$ cat config.mk
export PLATFORM = sky130hd
export DESIGN_NAME = crtc_regfile
export DESIGN_NICKNAME = d
export VERILOG_FILES = /design/src/rtl/crtc_pkg.sv /design/src/rtl/crtc_index_reg.sv /design/src/rtl/crtc_reg_bank.sv /design/src/rtl/crtc_regfile.sv
export SDC_FILE = /design/constraint.sdc
export NUM_CORES = 1
export LEC_CHECK = 0
export ABC_AREA = 1
export CORE_MARGIN = 10
export CORE_UTILIZATION = 45
export CTS_BUF_LIST = sky130_fd_sc_hd__clkbuf_4 sky130_fd_sc_hd__clkbuf_8
export CTS_CLUSTER_SIZE = 30
export DETAILED_ROUTE_END_ITERATION = 8
export MAX_ROUTING_LAYER = met4
export PLACE_DENSITY_LB_ADDON = 0.1
export SLEW_MARGIN = 20
export SYNTH_ARGS = -nofsm -noshare
export SYNTH_HDL_FRONTEND = slang
export SYNTH_SLANG_ARGS = --single-unit
export TNS_END_PERCENT = 100
$ cat constraint.sdc
create_clock -name clk -period 5.8 [get_ports clk]
set_clock_uncertainty 0.05 [all_clocks]
set_input_delay 1.45 -clock clk [delete_from_list [all_inputs] [get_ports clk]]
set_output_delay 1.45 -clock clk [all_outputs]
set_load 0.05 [all_outputs]
$ cat src/rtl/crtc_pkg.sv
package crtc_pkg;
  parameter int DW        = 8;
  parameter int IW        = 8;
  parameter int NREG      = 25;
  parameter int LOCK_REG  = 17;
  parameter int LOCK_BIT  = 7;
  parameter int LOCK_LAST = 7;
  localparam int FLAT_W   = NREG * DW;
endpackage

$ cat src/rtl/crtc_index_reg.sv
module crtc_index_reg #(
  parameter int IW = 8
) (
  input  logic          clk,
  input  logic          rst_n,
  input  logic          load_en,
  input  logic [IW-1:0] load_val,
  output logic [IW-1:0] idx_o
);
  logic [IW-1:0] idx_q, idx_d;

  always_comb begin
    idx_d = idx_q;
    if (load_en) idx_d = load_val;
  end

  always_ff @(posedge clk or negedge rst_n) begin
    if (!rst_n) idx_q <= '0;
    else        idx_q <= idx_d;
  end

  assign idx_o = idx_q;


  idx_load_chk: assert property (@(posedge clk) disable iff (!rst_n)
    load_en |=> idx_o == $past(load_val));


  idx_hold_chk: assert property (@(posedge clk) disable iff (!rst_n)
    !load_en |=> $stable(idx_o));
endmodule

$ cat src/rtl/crtc_reg_bank.sv
module crtc_reg_bank #(
  parameter int DW        = 8,
  parameter int IW        = 8,
  parameter int NREG      = 25,
  parameter int LOCK_REG  = 17,
  parameter int LOCK_BIT  = 7,
  parameter int LOCK_LAST = 7
) (
  input  logic               clk,
  input  logic               rst_n,
  input  logic               wr_en,
  input  logic [IW-1:0]      wr_idx,
  input  logic [DW-1:0]      wr_val,
  output logic               locked,
  output logic [NREG*DW-1:0] flat_o
);
  logic [DW-1:0] reg_q [NREG];
  logic [DW-1:0] reg_d [NREG];

  assign locked = reg_q[LOCK_REG][LOCK_BIT];

  for (genvar g = 0; g < NREG; g++) begin : g_reg
    localparam logic [IW-1:0] MY_IDX   = IW'(g);
    localparam bit            GUARDED  = (g <= LOCK_LAST);
    localparam logic [DW-1:0] RST_VAL  =
      (g == LOCK_REG) ? DW'(1) << LOCK_BIT : '0;

    logic hit, allow;
    assign hit   = wr_en && (wr_idx == MY_IDX);
    assign allow = hit && !(GUARDED && locked);

    always_comb begin
      reg_d[g] = reg_q[g];
      if (allow) reg_d[g] = wr_val;
    end

    always_ff @(posedge clk or negedge rst_n) begin
      if (!rst_n) reg_q[g] <= RST_VAL;
      else        reg_q[g] <= reg_d[g];
    end

    assign flat_o[g*DW +: DW] = reg_q[g];

    if (GUARDED) begin : g_guard_chk

      locked_drop_chk: assert property (@(posedge clk) disable iff (!rst_n)
        (wr_en && wr_idx == MY_IDX && locked) |=> $stable(flat_o[g*DW +: DW]));
    end else begin : g_free_chk

      free_write_chk: assert property (@(posedge clk) disable iff (!rst_n)
        (wr_en && wr_idx == MY_IDX) |=> flat_o[g*DW +: DW] == $past(wr_val));
    end
  end


  out_of_range_chk: assert property (@(posedge clk) disable iff (!rst_n)
    (wr_en && wr_idx >= IW'(NREG)) |=> $stable(flat_o));
endmodule

$ cat src/rtl/crtc_regfile.sv
module crtc_regfile
  import crtc_pkg::*;
(
  input  logic              clk,
  input  logic              rst_n,
  input  logic              bus_we,
  input  logic              bus_sel,
  input  logic [DW-1:0]     bus_wdata,
  output logic [DW-1:0]     bus_rdata,
  output logic [FLAT_W-1:0] crtc_regs
);
  logic [1:0]    rst_sync_q;
  logic          rst_core_n;
  logic [IW-1:0] cur_idx;
  logic          lock_st;
  logic          idx_ok;

  always_ff @(posedge clk or negedge rst_n) begin
    if (!rst_n) rst_sync_q <= 2'b00;
    else        rst_sync_q <= {rst_sync_q[0], 1'b1};
  end
  assign rst_core_n = rst_sync_q[1];

  crtc_index_reg #(.IW(IW)) u_index (
    .clk      (clk),
    .rst_n    (rst_core_n),
    .load_en  (bus_we && !bus_sel),
    .load_val (IW'(bus_wdata)),
    .idx_o    (cur_idx)
  );

  crtc_reg_bank #(
    .DW(DW), .IW(IW), .NREG(NREG),
    .LOCK_REG(LOCK_REG), .LOCK_BIT(LOCK_BIT), .LOCK_LAST(LOCK_LAST)
  ) u_bank (
    .clk    (clk),
    .rst_n  (rst_core_n),
    .wr_en  (bus_we && bus_sel),
    .wr_idx (cur_idx),
    .wr_val (bus_wdata),
    .locked (lock_st),
    .flat_o (crtc_regs)
  );

  assign idx_ok = (cur_idx < IW'(NREG));

  always_comb begin
    bus_rdata = '0;
    if (!bus_sel)    bus_rdata = DW'(cur_idx);
    else if (idx_ok) bus_rdata = crtc_regs[cur_idx[4:0]*DW +: DW];
  end


  read_path_chk: assert property (@(posedge clk) disable iff (!rst_core_n)
    (bus_sel && idx_ok) |-> bus_rdata == crtc_regs[cur_idx[4:0]*DW +: DW]);


  range_read_chk: assert property (@(posedge clk) disable iff (!rst_core_n)
    (bus_sel && !idx_ok) |-> bus_rdata == '0);


  lock_follow_chk: assert property (@(posedge clk) disable iff (!rst_core_n)
    (bus_we && bus_sel && cur_idx == IW'(LOCK_REG)) |=> lock_st == $past(bus_wdata[LOCK_BIT]));
endmodule

==> impl_metrics.py <==
metrics = {
    "routing": {
        "vias": 9166,
        "totalWireLength_microns": 35000,
        "antenna_left": 0,
        "wire_per_inst_microns": 19.9,
        "first_pass_iters": 5,
        "viasPerCell": 5.21,
        "drt-initial-drc-count": 880,
        "drc": 0,
    },
    "logic_synthesis": {
        "ys_ff_latch": 210,
        "synth_top_area_cell": "dfrtp_1",
        "synth.area.top_cells": "dfrtp_1 53%, nand2_1 21%, o21ai_0 9.8%, inv_1 2.2%, nor2_1 1.8%",
        "ys_seq_area_share_pct": 53.4,
        "syn-cell-area_sq_um": 9850,
        "synth.avg_cell_area_sq_um": 7.82,
        "syn_nets": 1271,
        "yosysTopAreaCellShare_pct": 53.1,
        "yosysWarnings": 0,
        "synth_cells": 1259,
        "synth.distinct_cells": 28,
    },
    "timing": {
        "max-slew-margin-rel_pct": 24.8,
        "finalSetupTns_ns": 0,
        "post-route-period-util_pct": 92.2,
        "hold_viol_final": 0,
        "setup_viol": 0,
        "fmax_ghz": 0.187,
        "slew_viol_final": 0,
        "finalCriticalPeriod_ns": 5.35,
        "worst_pin_slew_ns": 1.13,
        "rsz0062_at_grt": "false",
    },
    "finish": {
        "multi_input_area_sq_um": 3940,
        "ff_latch_area_sq_um": 5260,
        "fin_nets": 1467,
        "syn_to_final_growth_pct": 31.1,
        "nFillCells": 1986,
        "layout-drive-gt1-share_pct": 7.91,
        "n_antenna_cell": 0,
    },
    "flow_run": {
        "drv_cap": 0,
    },
    "grt": {
        "grt_max_degree": 148,
        "antenna_found_initial": 0,
        "grt_overflow": 0,
        "grt_pass1_wl_microns": 54700,
        "grt_pass1_vias": 9140,
        "grt_use_total_pct": 25.2,
    },
    "critical_path": {
        "end_kind": "output pin",
        "crit_slowest_cell": "clkdlybuf4s50_1",
        "reg2reg_depth": 5,
        "crit_fanout": 34,
        "critPathKind": "reg2out",
        "crit_top_cell": "nand2_1",
        "regToRegStartpoint": "u_index.idx_o[0]",
        "startpoint": "u_index.idx_o[0]",
        "required_ns": 4.30,
        "slowest_delay_ns": 0.81,
        "critPathLaunchType": "register",
        "crit_chain": "buf_4 > nor2_4 > inv_2 > nor2_1 > o21a_1 > and2_0 > nand2_1 > clkinv_1 > nand2_1 > nand2_1 > clkdlybuf4s50_1",
        "cp.arrival_ns": 3.85,
    },
    "clock_tree": {
        "cts_buffer_depth": 3,
        "path_clk_slew_ns": 0.05,
        "cts.sinks": 210,
        "cts_buffers": 38,
        "clk_latency_ns": 0.53,
        "cts_tree": "built",
        "post_cts_buffers": 0,
        "h-tree-depth": 2,
        "cts_resized": 0,
        "root_buffer": "clkbuf_8",
        "holdBufCountCts": 0,
    },
    "pwr": {
        "sequentialPowerShare_pct": 37.6,
        "power.density_nw_per_um2": 387,
        "peakVddDrop_uv": 271,
        "comb_power_share_pct": 33.0,
        "internal_power_w": 0.00302,
        "leakagePower_nw": 5.97,
        "p_total_w": 0.00499,
        "switching_share_pct": 39.6,
        "p_clk_share_pct": 29.4,
        "power.switching_w": 0.00198,
    },
    "floorplan": {
        "start_util_pct": 45.4,
        "ioPinCount": 220,
        "rows": 54,
        "die_w_microns": 168,
        "die_area_sq_um": 28200,
        "die_h_microns": 168,
        "core_sq_um": 21700,
    },
    "worst_hold_path": {
        "worstHoldStart": "rst_sync_q[0]",
        "hp-class": "reg2reg",
        "hold_path_depth": 0,
    },
    "placement": {
        "finalWeightedCongestion": 0.959,
        "io_buffer_count": 219,
        "hpwl_microns": 24700,
    },
    "outcome": {
        "outcome": "completed",
    },
}
==> worst max-delay path: cells and delay by family (launching register included) <==
kind                   cells  cell delay [ns]
buffers and inverters      4             1.32
AOI/OAI and AO/OA          1             0.14
and+or+nand+nor            6             1.23
DFF                        1             0.63
==> power by group through the flow <==
stage	combinational (W)	clock [W]	sequential [W]
2_1_floorplan	0.000451	0	0.00247
3_3_place_gp	0.00164	0	0.00190
3_5_place_dp	0.00165	0	0.00190
4_1_cts	0.00166	0.00149	0.00187
5_1_grt	0.00175	0.00156	0.00190
6_report	0.00165	0.00147	0.00188
==> metal layers <==
layer | vias up | track usage (%) | share of wire [%]
li1 | 4404 | - | -
met1 | 4319 | 32.7 | 43
met2 | 390 | 38.4 | 46
met3 | 53 | 6.33 | 8.3
met4 | 0 | 6.93 | 2.0
met5 | - | - | 0
==> through the flow <==
step / std cells / util (%) / setup WS, ns / instance area [sq um] / hold WS (ns)
2_1_floorplan: 1259 / - / 1.93 / 9850 / 0.281
3_3_place_gp: 1695 / 55.8 / 0.933 / 12100 / 0.290
3_5_place_dp: 1695 / 55.8 / 0.921 / 12100 / 0.293
4_1_cts: 1760 / 59.5 / 0.445 / 12900 / 0.305
5_1_grt: 1760 / 59.5 / 0.155 / 12900 / 0.307
6_report: 1760 / 59.5 / 0.450 / 12900 / 0.299
==> cell families after synthesis <==
family          synth area share [%]
compound gates                  12.3
other cells                   0.0381
flops                           53.4
simple gates                    27.7
buf+inv                         6.61
==> placed cells by master, fill, tap and decap left out, drive strengths merged <==
master and count:
dfrtp 209, dfstp 1, and2 1, o21ai 208
inv 70, nor2 60, conb 1, nand3 29
clkbuf 64, nand4 18, a21oi 32, o21a 1
nand2 553, buf 9, nor3 1, clkinv 4
clkdlybuf4s50 219
==> Yosys cell counts <==
master	n
nand2_2	7
nand3_1	24
a21oi_1	32
nor2_2	3
clkinv_1	2
nor3_4	1
nand2_1	545
nor2_4	10
buf_2	24
dfstp_2	1
conb_1	1
nand2_4	1
clkbuf_1	32
nor2_1	46
o21a_1	1
o21ai_0	193
clkinv_2	1
o21ai_1	15
inv_1	59
nand3_2	5
dfrtp_1	209
buf_6	7
nor2_8	1
buf_4	6
nand4_1	18
buf_1	3
and2_0	1
inv_2	11
==> final cells by class <==
cell class                 instances  area share (%)
clock buffer                      64            6.24
inverter                          73            2.13
multi-input combinational        904            30.5
timing repair buffer             228            17.6
sequential                       210            40.7
tap                              280            2.71
clock inverter                     1          0.0388
==> sequential cells by signal, indices dropped and copies added, names as in the netlist <==
name / count
u_index.idx_o: 8
rst_sync_q: 2
u_bank.flat_o: 200
==> worst paths after layout <==
check,end,slack (ns)
max reg2reg,u_bank.flat_o[166],2.82
max,bus_rdata[0],0.45
min in group asynchronous,u_bank.flat_o[50],0.37
max in group asynchronous,u_index.idx_o[0],4.00
min reg2reg,rst_sync_q[1],0.30
min,rst_sync_q[1],0.30
No activity file was read; power rests on OpenSTA's default activity.
